<file path="src/rtl/pdw_pkg.sv">
package pdw_pkg;
  localparam int unsigned BUS_W  = 16;
  localparam int unsigned NARROW = 8;
  localparam int unsigned MID    = 9;

  typedef enum logic [2:0] {
    S_IDLE, S_FETCH, S_SETUP, S_STROBE, S_HOLD, S_REL, S_RST
  } seq_t;

  // width code: 0 = 8 bits, 1 = 9 bits, 2 = full width
  function automatic logic [BUS_W-1:0] fit_word(input logic [1:0] wc,
                                                input logic [BUS_W-1:0] w);
    logic [BUS_W-1:0] m;
    m = '1;
    if (wc == 2'd0) m = {{(BUS_W-NARROW){1'b0}}, {NARROW{1'b1}}};
    if (wc == 2'd1) m = {{(BUS_W-MID){1'b0}}, {MID{1'b1}}};
    return w & m;
  endfunction
endpackage

</file>
<file path="src/rtl/pdw_rsync.sv">
module pdw_rsync (
  input  logic clk,
  input  logic arst_n,
  output logic srst_n
);
  logic [1:0] sync_q;

  always_ff @(posedge clk or negedge arst_n) begin
    if (!arst_n) sync_q <= 2'b00;
    else         sync_q <= {sync_q[0], 1'b1};
  end

  assign srst_n = sync_q[1];
endmodule

</file>
<file path="src/rtl/pdw_tmr.sv">
module pdw_tmr #(
  parameter int unsigned W = 16
) (
  input  logic         clk,
  input  logic         rst_n,
  input  logic         load,
  input  logic [W-1:0] val,
  output logic         zero
);
  logic [W-1:0] cnt_q, cnt_d;
  logic         cnt_en;

  always_comb begin
    cnt_en = load || (cnt_q != '0);
    cnt_d  = load ? val : cnt_q - W'(1);
  end

  always_ff @(posedge clk or negedge rst_n) begin
    if (!rst_n)      cnt_q <= '0;
    else if (cnt_en) cnt_q <= cnt_d;
  end

  assign zero = (cnt_q == '0);
endmodule

</file>
<file path="src/rtl/pdw_seq.sv">
module pdw_seq
  import pdw_pkg::*;
#(
  parameter int unsigned TW = 4,
  parameter int unsigned RW = 16,
  parameter int unsigned CW = 16
) (
  input  logic             clk,
  input  logic             rst_n,
  input  logic             req_start,
  input  logic             req_reset,
  input  logic [2:0]       req_mode,
  input  logic             req_has_cmd,
  input  logic [BUS_W-1:0] req_cmd,
  input  logic [CW-1:0]    req_nwords,
  input  logic [TW-1:0]    cfg_setup,
  input  logic [TW-1:0]    cfg_pulse,
  input  logic [RW-1:0]    cfg_rst_len,
  input  logic             s_valid,
  input  logic [BUS_W-1:0] s_data,
  output logic             s_ready,
  output logic             busy,
  output logic             done,
  output logic             err,
  output logic             cs_o,
  output logic             dc_o,
  output logic             strb_o,
  output logic             style_o,
  output logic [BUS_W-1:0] bus_o,
  output logic             rst_o,
  output logic             tmr_load,
  output logic [RW-1:0]    tmr_val,
  input  logic             tmr_zero
);
  seq_t             st_q, st_d;
  logic             cs_q, cs_d, dc_q, dc_d, strb_q, strb_d, rst_q, rst_d;
  logic             style_q, style_d, done_q, done_d, err_q, err_d;
  logic [1:0]       wc_q, wc_d;
  logic [BUS_W-1:0] bus_q, bus_d;
  logic [CW-1:0]    cnt_q, cnt_d;
  logic [RW-1:0]    setup_m1, pulse_m1, rlen_m1;

  always_comb begin
    setup_m1 = (cfg_setup == '0)   ? '0 : RW'(cfg_setup) - RW'(1);
    pulse_m1 = (cfg_pulse == '0)   ? '0 : RW'(cfg_pulse) - RW'(1);
    rlen_m1  = (cfg_rst_len == '0) ? '0 : cfg_rst_len - RW'(1);
  end

  always_comb begin
    st_d = st_q;  cs_d = cs_q;  dc_d = dc_q;  strb_d = strb_q;
    rst_d = rst_q;  style_d = style_q;  wc_d = wc_q;
    bus_d = bus_q;  cnt_d = cnt_q;
    done_d = 1'b0;  err_d = 1'b0;
    tmr_load = 1'b0;  tmr_val = setup_m1;
    unique case (st_q)
      S_IDLE: begin
        if (req_reset) begin
          st_d = S_RST;  rst_d = 1'b1;
          tmr_load = 1'b1;  tmr_val = rlen_m1;
        end else if (req_start) begin
          if (req_mode[1:0] == 2'd3) begin
            err_d = 1'b1;
          end else begin
            style_d = req_mode[2];
            wc_d    = req_mode[1:0];
            cs_d    = 1'b1;
            cnt_d   = req_nwords;
            if (req_has_cmd) begin
              bus_d = fit_word(req_mode[1:0], req_cmd);
              dc_d  = 1'b0;
              st_d  = S_SETUP;
              tmr_load = 1'b1;
            end else begin
              dc_d = 1'b1;
              st_d = (req_nwords == '0) ? S_REL : S_FETCH;
            end
          end
        end
      end
      S_FETCH: begin
        if (s_valid) begin
          bus_d = fit_word(wc_q, s_data);
          cnt_d = cnt_q - CW'(1);
          st_d  = S_SETUP;
          tmr_load = 1'b1;
        end
      end
      S_SETUP: begin
        if (tmr_zero) begin
          strb_d = 1'b1;  st_d = S_STROBE;
          tmr_load = 1'b1;  tmr_val = pulse_m1;
        end
      end
      S_STROBE: begin
        if (tmr_zero) begin
          strb_d = 1'b0;  st_d = S_HOLD;
        end
      end
      S_HOLD: begin
        if (cnt_q != '0) begin
          dc_d = 1'b1;  st_d = S_FETCH;
        end else begin
          cs_d = 1'b0;  dc_d = 1'b0;  bus_d = '0;
          st_d = S_IDLE;  done_d = 1'b1;
        end
      end
      S_REL: begin
        cs_d = 1'b0;  dc_d = 1'b0;  bus_d = '0;
        st_d = S_IDLE;  done_d = 1'b1;
      end
      S_RST: begin
        if (tmr_zero) begin
          rst_d = 1'b0;  st_d = S_IDLE;  done_d = 1'b1;
        end
      end
      default: st_d = S_IDLE;
    endcase
  end

  always_ff @(posedge clk or negedge rst_n) begin
    if (!rst_n) begin
      st_q <= S_IDLE;  cs_q <= 1'b0;  dc_q <= 1'b0;  strb_q <= 1'b0;
      rst_q <= 1'b0;  style_q <= 1'b0;  wc_q <= 2'd0;  bus_q <= '0;
      cnt_q <= '0;  done_q <= 1'b0;  err_q <= 1'b0;
    end else begin
      st_q <= st_d;  cs_q <= cs_d;  dc_q <= dc_d;  strb_q <= strb_d;
      rst_q <= rst_d;  style_q <= style_d;  wc_q <= wc_d;  bus_q <= bus_d;
      cnt_q <= cnt_d;  done_q <= done_d;  err_q <= err_d;
    end
  end

  assign s_ready = (st_q == S_FETCH);
  assign busy    = (st_q != S_IDLE);
  assign done    = done_q;
  assign err     = err_q;
  assign cs_o    = cs_q;
  assign dc_o    = dc_q;
  assign strb_o  = strb_q;
  assign style_o = style_q;
  assign bus_o   = bus_q;
  assign rst_o   = rst_q;
endmodule

</file>
<file path="src/rtl/pdw_pins.sv">
module pdw_pins
  import pdw_pkg::*;
(
  input  logic             cs,
  input  logic             dc,
  input  logic             strb,
  input  logic             style,
  input  logic [BUS_W-1:0] bus,
  input  logic             rst,
  output logic             lcd_cs_n,
  output logic             lcd_dc,
  output logic             lcd_rd_n,
  output logic             lcd_wr_n,
  output logic             lcd_en,
  output logic [BUS_W-1:0] lcd_bus,
  output logic             lcd_rst
);
  always_comb begin
    lcd_cs_n = ~cs;
    lcd_dc   = dc;
    lcd_rd_n = 1'b1;
    lcd_wr_n = style ? ~cs : ~strb;   // select line or write strobe
    lcd_en   = style & strb;
    lcd_bus  = bus;
    lcd_rst  = rst;
  end
endmodule

</file>
<file path="src/rtl/pdw_top.sv">
module pdw_top
  import pdw_pkg::*;
#(
  parameter int unsigned TW = 4,
  parameter int unsigned RW = 16,
  parameter int unsigned CW = 16
) (
  input  logic             clk,
  input  logic             rst_n,
  input  logic             req_start,
  input  logic             req_reset,
  input  logic [2:0]       req_mode,
  input  logic             req_has_cmd,
  input  logic [BUS_W-1:0] req_cmd,
  input  logic [CW-1:0]    req_nwords,
  input  logic [TW-1:0]    cfg_setup,
  input  logic [TW-1:0]    cfg_pulse,
  input  logic [RW-1:0]    cfg_rst_len,
  input  logic             s_valid,
  input  logic [BUS_W-1:0] s_data,
  output logic             s_ready,
  output logic             busy,
  output logic             done,
  output logic             err,
  output logic             lcd_cs_n,
  output logic             lcd_dc,
  output logic             lcd_rd_n,
  output logic             lcd_wr_n,
  output logic             lcd_en,
  output logic [BUS_W-1:0] lcd_bus,
  output logic             lcd_rst
);
  logic             srst_n, tmr_load, tmr_zero;
  logic [RW-1:0]    tmr_val;
  logic             cs, dc, strb, style, rst;
  logic [BUS_W-1:0] bus;

  pdw_rsync i_rsync (.clk(clk), .arst_n(rst_n), .srst_n(srst_n));

  pdw_tmr #(.W(RW)) i_tmr (
    .clk(clk), .rst_n(srst_n), .load(tmr_load), .val(tmr_val), .zero(tmr_zero)
  );

  pdw_seq #(.TW(TW), .RW(RW), .CW(CW)) i_seq (
    .clk(clk), .rst_n(srst_n),
    .req_start(req_start), .req_reset(req_reset), .req_mode(req_mode),
    .req_has_cmd(req_has_cmd), .req_cmd(req_cmd), .req_nwords(req_nwords),
    .cfg_setup(cfg_setup), .cfg_pulse(cfg_pulse), .cfg_rst_len(cfg_rst_len),
    .s_valid(s_valid), .s_data(s_data), .s_ready(s_ready),
    .busy(busy), .done(done), .err(err),
    .cs_o(cs), .dc_o(dc), .strb_o(strb), .style_o(style), .bus_o(bus), .rst_o(rst),
    .tmr_load(tmr_load), .tmr_val(tmr_val), .tmr_zero(tmr_zero)
  );

  pdw_pins i_pins (
    .cs(cs), .dc(dc), .strb(strb), .style(style), .bus(bus), .rst(rst),
    .lcd_cs_n(lcd_cs_n), .lcd_dc(lcd_dc), .lcd_rd_n(lcd_rd_n),
    .lcd_wr_n(lcd_wr_n), .lcd_en(lcd_en), .lcd_bus(lcd_bus), .lcd_rst(lcd_rst)
  );
endmodule

</file>
<file path="config.mk">
export PLATFORM = sky130hd
export DESIGN_NAME = pdw_top
export DESIGN_NICKNAME = d
export VERILOG_FILES = /design/src/rtl/pdw_pkg.sv /design/src/rtl/pdw_rsync.sv /design/src/rtl/pdw_tmr.sv /design/src/rtl/pdw_seq.sv /design/src/rtl/pdw_pins.sv /design/src/rtl/pdw_top.sv
export SDC_FILE = /design/constraint.sdc
export NUM_CORES = 1
export LEC_CHECK = 0
export ABC_AREA = 1
export BUFFER_PORTS_ARGS = -buffer_cell sky130_fd_sc_hd__buf_2
export CORE_ASPECT_RATIO = 1.4
export CORE_MARGIN = 1
export CORE_UTILIZATION = 25
export DETAILED_ROUTE_END_ITERATION = 8
export PLACE_DENSITY = 0.49
export SLEW_MARGIN = 0
export SYNTH_ARGS = -nofsm -noshare
export SYNTH_HDL_FRONTEND = slang
export SYNTH_HIERARCHICAL = 1
export SYNTH_SLANG_ARGS = --single-unit
</file>
<file path="constraint.sdc">
create_clock -name clk -period 1.79 [get_ports clk]
set_input_delay 0.2685 -clock clk [delete_from_list [all_inputs] [get_ports clk]]
set_output_delay 0.2685 -clock clk [all_outputs]
set_load 0.02 [all_outputs]
</file>
# Yosys cells after proc, flatten, opt, wreduce, memory -nomap -nowiden
# Index checks and enable logic that the tools add are counted.
[totals]
input_bits = 81
out_inout_bits = 26
reg_bits = 62
word_cells = 142
[op_classes]
n_reduce_logical = 25
n_bitwise = 7
mux = 71
eq_ne = 21
n_addsub = 5
[ops]
columns = ["op", "n"]
rows = [
  ["16-bit 2-to-1 mux", 27],
  ["16-bit case mux with 2 select lines", 2],
  ["16-bit case mux with 4 select lines", 1],
  ["16-bit logical NOT", 3],
  ["16-bit by 1-bit subtractor with 16-bit output, second input constant", 3],
  ["16-bit AND", 2],
  ["16-bit nonzero test", 2],
  ["3-bit 2-to-1 mux", 9],
  ["1-bit 2-to-1 mux", 25],
  ["3-bit case mux with 6 select lines", 1],
  ["2-bit inequality test, second input constant", 7],
  ["1-bit case mux with 3 select lines", 4],
  ["5-bit AND reduction", 2],
  ["4-bit by 1-bit subtractor with 5-bit output, second input constant", 2],
  ["3-bit == test, second input constant", 3],
  ["4-bit logical NOT", 2],
  ["4-bit AND reduction", 2],
  ["7-bit AND reduction", 1],
  ["3-bit by 2-bit == test with 1-bit output, second input constant", 2],
  ["2-bit by 1-bit inequality test with 1-bit output, second input constant", 3],
  ["3-bit inequality test, second input constant", 2],
  ["3-bit AND reduction", 2],
  ["6-bit AND reduction", 1],
  ["2-bit nonzero test", 3],
  ["other kinds (11)", 18],
]

# Depth between registers and ports, before layout
[logic_depth]
ltp_word = 14
ltp_mapped = 17
depth_no_buf = 16

# Hierarchy
# Netlist, hierarchy kept.
[by_module_without_submodules]
columns = ["mod", "cells_per_inst", "instances", "area_per_inst_um2"]
rows = [
  ["pdw_seq", 529, 1, 3331.9],
  ["pdw_tmr", 167, 1, 1133.6],
  ["pdw_pins", 28, 1, 176.4],
  ["pdw_rsync", 3, 1, 53.8],
]

# Least setup slack after synthesis
# Ideal clock, no wire load.
[synth_path]
path_type = "flip-flop to flip-flop"
startpoint = "register i_tmr.cnt_q[0]"
endpoint = "register i_tmr.cnt_q[12]"
period_less_slack_ps = 2475
path_buffers = 1
setup_slack_ps = -685
setup_ps = 116
arrival_ps = 2360
path_stages_with_launch = 18
cell_sequence = "dfrtp_1 > inv_1 > ha_1 > nand2_2 > nor2_4 > nand3_1 > nor3_1 > inv_1 > nand2_1 > nand3_1 > nor2_1 > nand2_1 > inv_1 > buf_2 > inv_1 > or2_2 > nand2_1 > nor2_1"
[synth_via]
elab_chain_len = 4
word_cells_on_any_way = 9
cone_classes = "add/sub: 1; mux: 5; reduce/logical: 3"
[synth_rtl]
columns = ["element", "line", "text"]
rows = [
  ["start: declaration", "pdw_tmr.sv:10", "logic [W-1:0] cnt_q, cnt_d;"],
  ["start signal: assignment", "pdw_tmr.sv:20", "else if (cnt_en) cnt_q <= cnt_d;"],
  ["16-bit logical NOT *", "pdw_tmr.sv:23", "assign zero = (cnt_q == '0);"],
  ["via tmr_zero", "pdw_top.sv:33", "logic srst_n, tmr_load, tmr_zero;"],
  ["1-bit 2-to-1 mux *", "pdw_seq.sv:89", "if (tmr_zero) begin"],
  ["1-bit case mux with 3 select lines *", "pdw_seq.sv:55", "unique case (st_q)"],
  ["via tmr_load", "pdw_top.sv:33", ""],
  ["16-bit 2-to-1 mux / 1-bit logical OR (equally long branches)", "pdw_tmr.sv:15, pdw_tmr.sv:14", ""],
]
# Mark *: on every way through the listed nets, which the timed path passes. The rest lies on a longest branch.
# A chain may end at the register's enable or synchronous reset.

# Worst setup path after layout
# Ends and elaborated chain as after synthesis.

==> flow_metrics.tcl <==
set metrics [dict create \
    violations "negative setup slack" \
    p_leak_nw 3.61 \
    drtIter0Drc 252 \
    cts_buffer_depth 2 \
    start_util 0.259 \
    drc 0 \
    drt-total-wl_mm 15.0 \
    n_antenna_cell 0 \
    dieWidth_um 118 \
    hpwl_mm 11.5 \
    grt_pass1_vias 5191 \
    cp-end-kind "flip-flop" \
    hold_path_class "in -> reg" \
    outcome "finished, violations left" \
    grt_util_met2 0.327 \
    grt_setup_unrepaired "true" \
    drt_first_pass_iters 4 \
    fin_ws_ns -0.279 \
    hold_violations 0 \
    htree_levels 3 \
    max_freq_ghz 0.483 \
    reg2reg_slack_ns -0.28 \
    max-vdd-ir-drop_mv 0.598 \
    stdcell_count 1175 \
    synth.ff_latch_count 62 \
    cap_violations 0 \
    grt_util_met1 0.174 \
    fin_crit_ns 2.07 \
    wl_per_cell_um 12.8 \
    fill_cells 2008 \
    ys_warn_count 6 \
    critPathKind "reg -> reg" \
    io_buffers 105 \
    cts_sinks 62 \
    p_total_mw 11.8 \
    syn_nets 811 \
    worst_setup_path_start_kind "flip-flop" \
    ys_types 38 \
    cts_root_buffer "clkbuf_16" \
    grt_pass1_wl_mm 24.8 \
    fin_nets 1015 \
    track_usage 0.164 \
    ys_seq_area_frac 0.330 \
    skew_ns 0.00913 \
    numCtsBuffers 9 \
    placed_cells 1141 \
    die_area_um2 19300 \
    synthCells 727 \
    setup_violations 19 \
    seqCellArea_um2 1560 \
    syn_area_per_cell_um2 6.46 \
    cp.required_ns 2.01 \
    pin_count 107 \
    overflow 0 \
    mappedNetlistArea_um2 4700 \
    drive_gt1_frac 0.339 \
    grt-busiest-layer "met2" \
    clkLatencyLatePin_ns 0.34 \
    cts_tree "done" \
    met3_usage 0.0267 \
    viasPerCell 4.30 \
    fp-row-count 58 \
    gp_congestion 0.856 \
    drv_slew 0 \
    worstPathMaxFanout 8 \
    powerDensity_nw_per_um2 1730 \
    drtAntennaViolNets 0 \
    vias 5058 \
    multi_input_area_um2 2760 \
    clk_pin_slew_ns 0.05 \
    core_area_um2 18100 \
    fin_crit_sh 1.16 \
    grt_max_degree 61 \
    syn2layout_area_growth_pct 45.0 \
    antenna_found_initial 0 \
    fp.dieH_um 164 \
    crit_arrival_ns 2.29 \
]
-- layout make-up --
cell class | count | area share
multi-input cells | 547 | 0.406
repair buffers | 229 | 0.234
flip-flops and latches | 62 | 0.228
inverters | 82 | 0.0481
well taps | 240 | 0.0441
clock buffers | 14 | 0.0388
clock inverters | 1 | 0.000735
-- path summary, 6_finish.rpt --
kind	from	to	cells past startpoint
setup / recovery	i_tmr/cnt_q[0]	i_tmr/cnt_q[12]	16
setup reg to reg	i_tmr/cnt_q[0]	i_tmr/cnt_q[12]	16
min in group asynchronous	rst_n	i_rsync/sync_q[0]	2
hold / removal	req_mode[2]	i_seq/style_o	3
hold reg to reg	i_rsync/sync_q[1]	i_seq/done	1
max in group asynchronous	i_rsync/sync_q[1]	i_seq/st_q[0]	1
-- what timing repair did --
item	4_1_cts	5_1_grt
buffers inserted	13	8
pin swaps	12	10
cloned	2	0
hold buffers	1	0
endpoints found under the hold margin	2	0
setup endpoints to repair	21	43
resized for setup	34	24
-- placed cells by master (no fill, tap or decap), types with 3 or more instances in the layout --
cell / synthesis / routed
a21oi_1: 13 / 11
a21oi_2: 1 / 3
a22o_1: 8 / 8
buf_12: 0 / 6
buf_2: 4 / 105
buf_4: 25 / 108
buf_6: 2 / 7
clkbuf_1: 4 / 3
clkbuf_16: 0 / 9
dfrtp_1: 62 / 59
dfrtp_2: 0 / 3
inv_1: 78 / 70
inv_2: 4 / 8
nand2_1: 237 / 231
nand2_2: 6 / 8
nand2_4: 1 / 5
nand3_1: 91 / 81
nand3_2: 5 / 13
nand3b_1: 3 / 3
nor2_1: 88 / 83
nor2_2: 6 / 8
nor2_4: 6 / 9
nor3_1: 5 / 3
nor3_4: 1 / 3
o21ai_0: 33 / 28
o21ai_1: 2 / 6
o21bai_1: 3 / 3
or2_2: 8 / 7
xnor2_1: 6 / 6
xor2_1: 9 / 9
-- critical path: stages (launching register included) --
cell and delay [ns]:
dfrtp_1 0.38, inv_2 0.09, ha_4 0.16, nand2_4 0.06, nor2_4 0.11, nand3_4 0.08, nor3_4 0.14, inv_2 0.10
nand2_2 0.09, nand3_2 0.10, nor2_4 0.13, nand2_4 0.08, inv_8 0.09, inv_8 0.05, or2_4 0.21, nand2_1 0.05
nor2_1 0.04
-- power by group --
group | switching (mW) | internal (mW) | total, mW
combinational | 4.29 | 3.45 | 7.74
clock | 0.637 | 1.00 | 1.64
sequential | 0.406 | 2.02 | 2.42
total | 5.33 | 6.48 | 11.8
-- sequential cells by signal, summed over array words and instances (netlist names) --
| name | cells |
|---|---|
| i_tmr/cnt_q | 16 |
| i_seq/dc_o | 1 |
| i_seq/bus_o | 16 |
| i_rsync/sync_q | 2 |
| i_seq/st_q | 3 |
| i_seq/wc_q | 2 |
| i_seq/style_o | 1 |
| i_seq/strb_o | 1 |
| i_seq/cnt_q | 16 |
| i_seq/done | 1 |
| i_seq/err | 1 |
| i_seq/cs_o | 1 |
| i_seq/rst_o | 1 |
-- synth_stat cells, drive strengths merged --
cell type	n	area [um^2]
xnor2	6	52.6
nor4	1	6.26
o22ai	1	6.26
xor2	9	78.8
nor3	6	41.3
a21oi	14	73.8
a21o	1	7.51
nor2	100	435
nand3	96	505
nand4	3	25.0
dfrtp	62	1550
o211ai	2	15.0
nand3b	3	22.5
a22o	8	70.1
clkbuf	4	15.0
o21ai	35	175
buf	32	234
or2	8	50.1
ha	3	37.5
o31ai	1	7.51
inv	82	308
o21bai	3	22.5
conb	2	7.51
nand2	244	938
o221ai	1	8.76
-- per-layer routing --
layer / vias up / share of wire
li1: 2683 / -
met1: 2258 / 0.41
met2: 103 / 0.54
met3: 14 / 0.033
met4: 0 / 0.014
met5: - / 0
-- cell families (layout without fill, tap and decap cells) --
family / after synthesis / in the layout / synth area share
xor+xnor: 15 / 15 / 0.0280
flops: 62 / 62 / 0.330
buf+inv: 118 / 326 / 0.119
fa+ha+maj: 3 / 3 / 0.00799
other cells: 2 / 2 / 0.00160
simple gates: 461 / 461 / 0.431
compound gates: 66 / 66 / 0.0823
-- through the flow --
| step | TNS [ns] | instance area (um^2) | utilization | worst slack (ns) | hold slack (ns) |
|---|---|---|---|---|---|
| 2_1_floorplan | -5.64 | 4770 | - | -0.404 | -0.0271 |
| 3_3_place_gp | -6.00 | 6190 | 0.341 | -0.406 | 0.0541 |
| 3_5_place_dp | -7.27 | 6190 | 0.341 | -0.472 | 0.0546 |
| 4_1_cts | -3.53 | 6690 | 0.369 | -0.262 | 0.137 |
| 5_1_grt | -6.73 | 6810 | 0.375 | -0.398 | 0.178 |
| 6_report | -4.18 | 6810 | 0.375 | -0.279 | 0.151 |
Note: power is estimated with default switching activity, not from simulation.
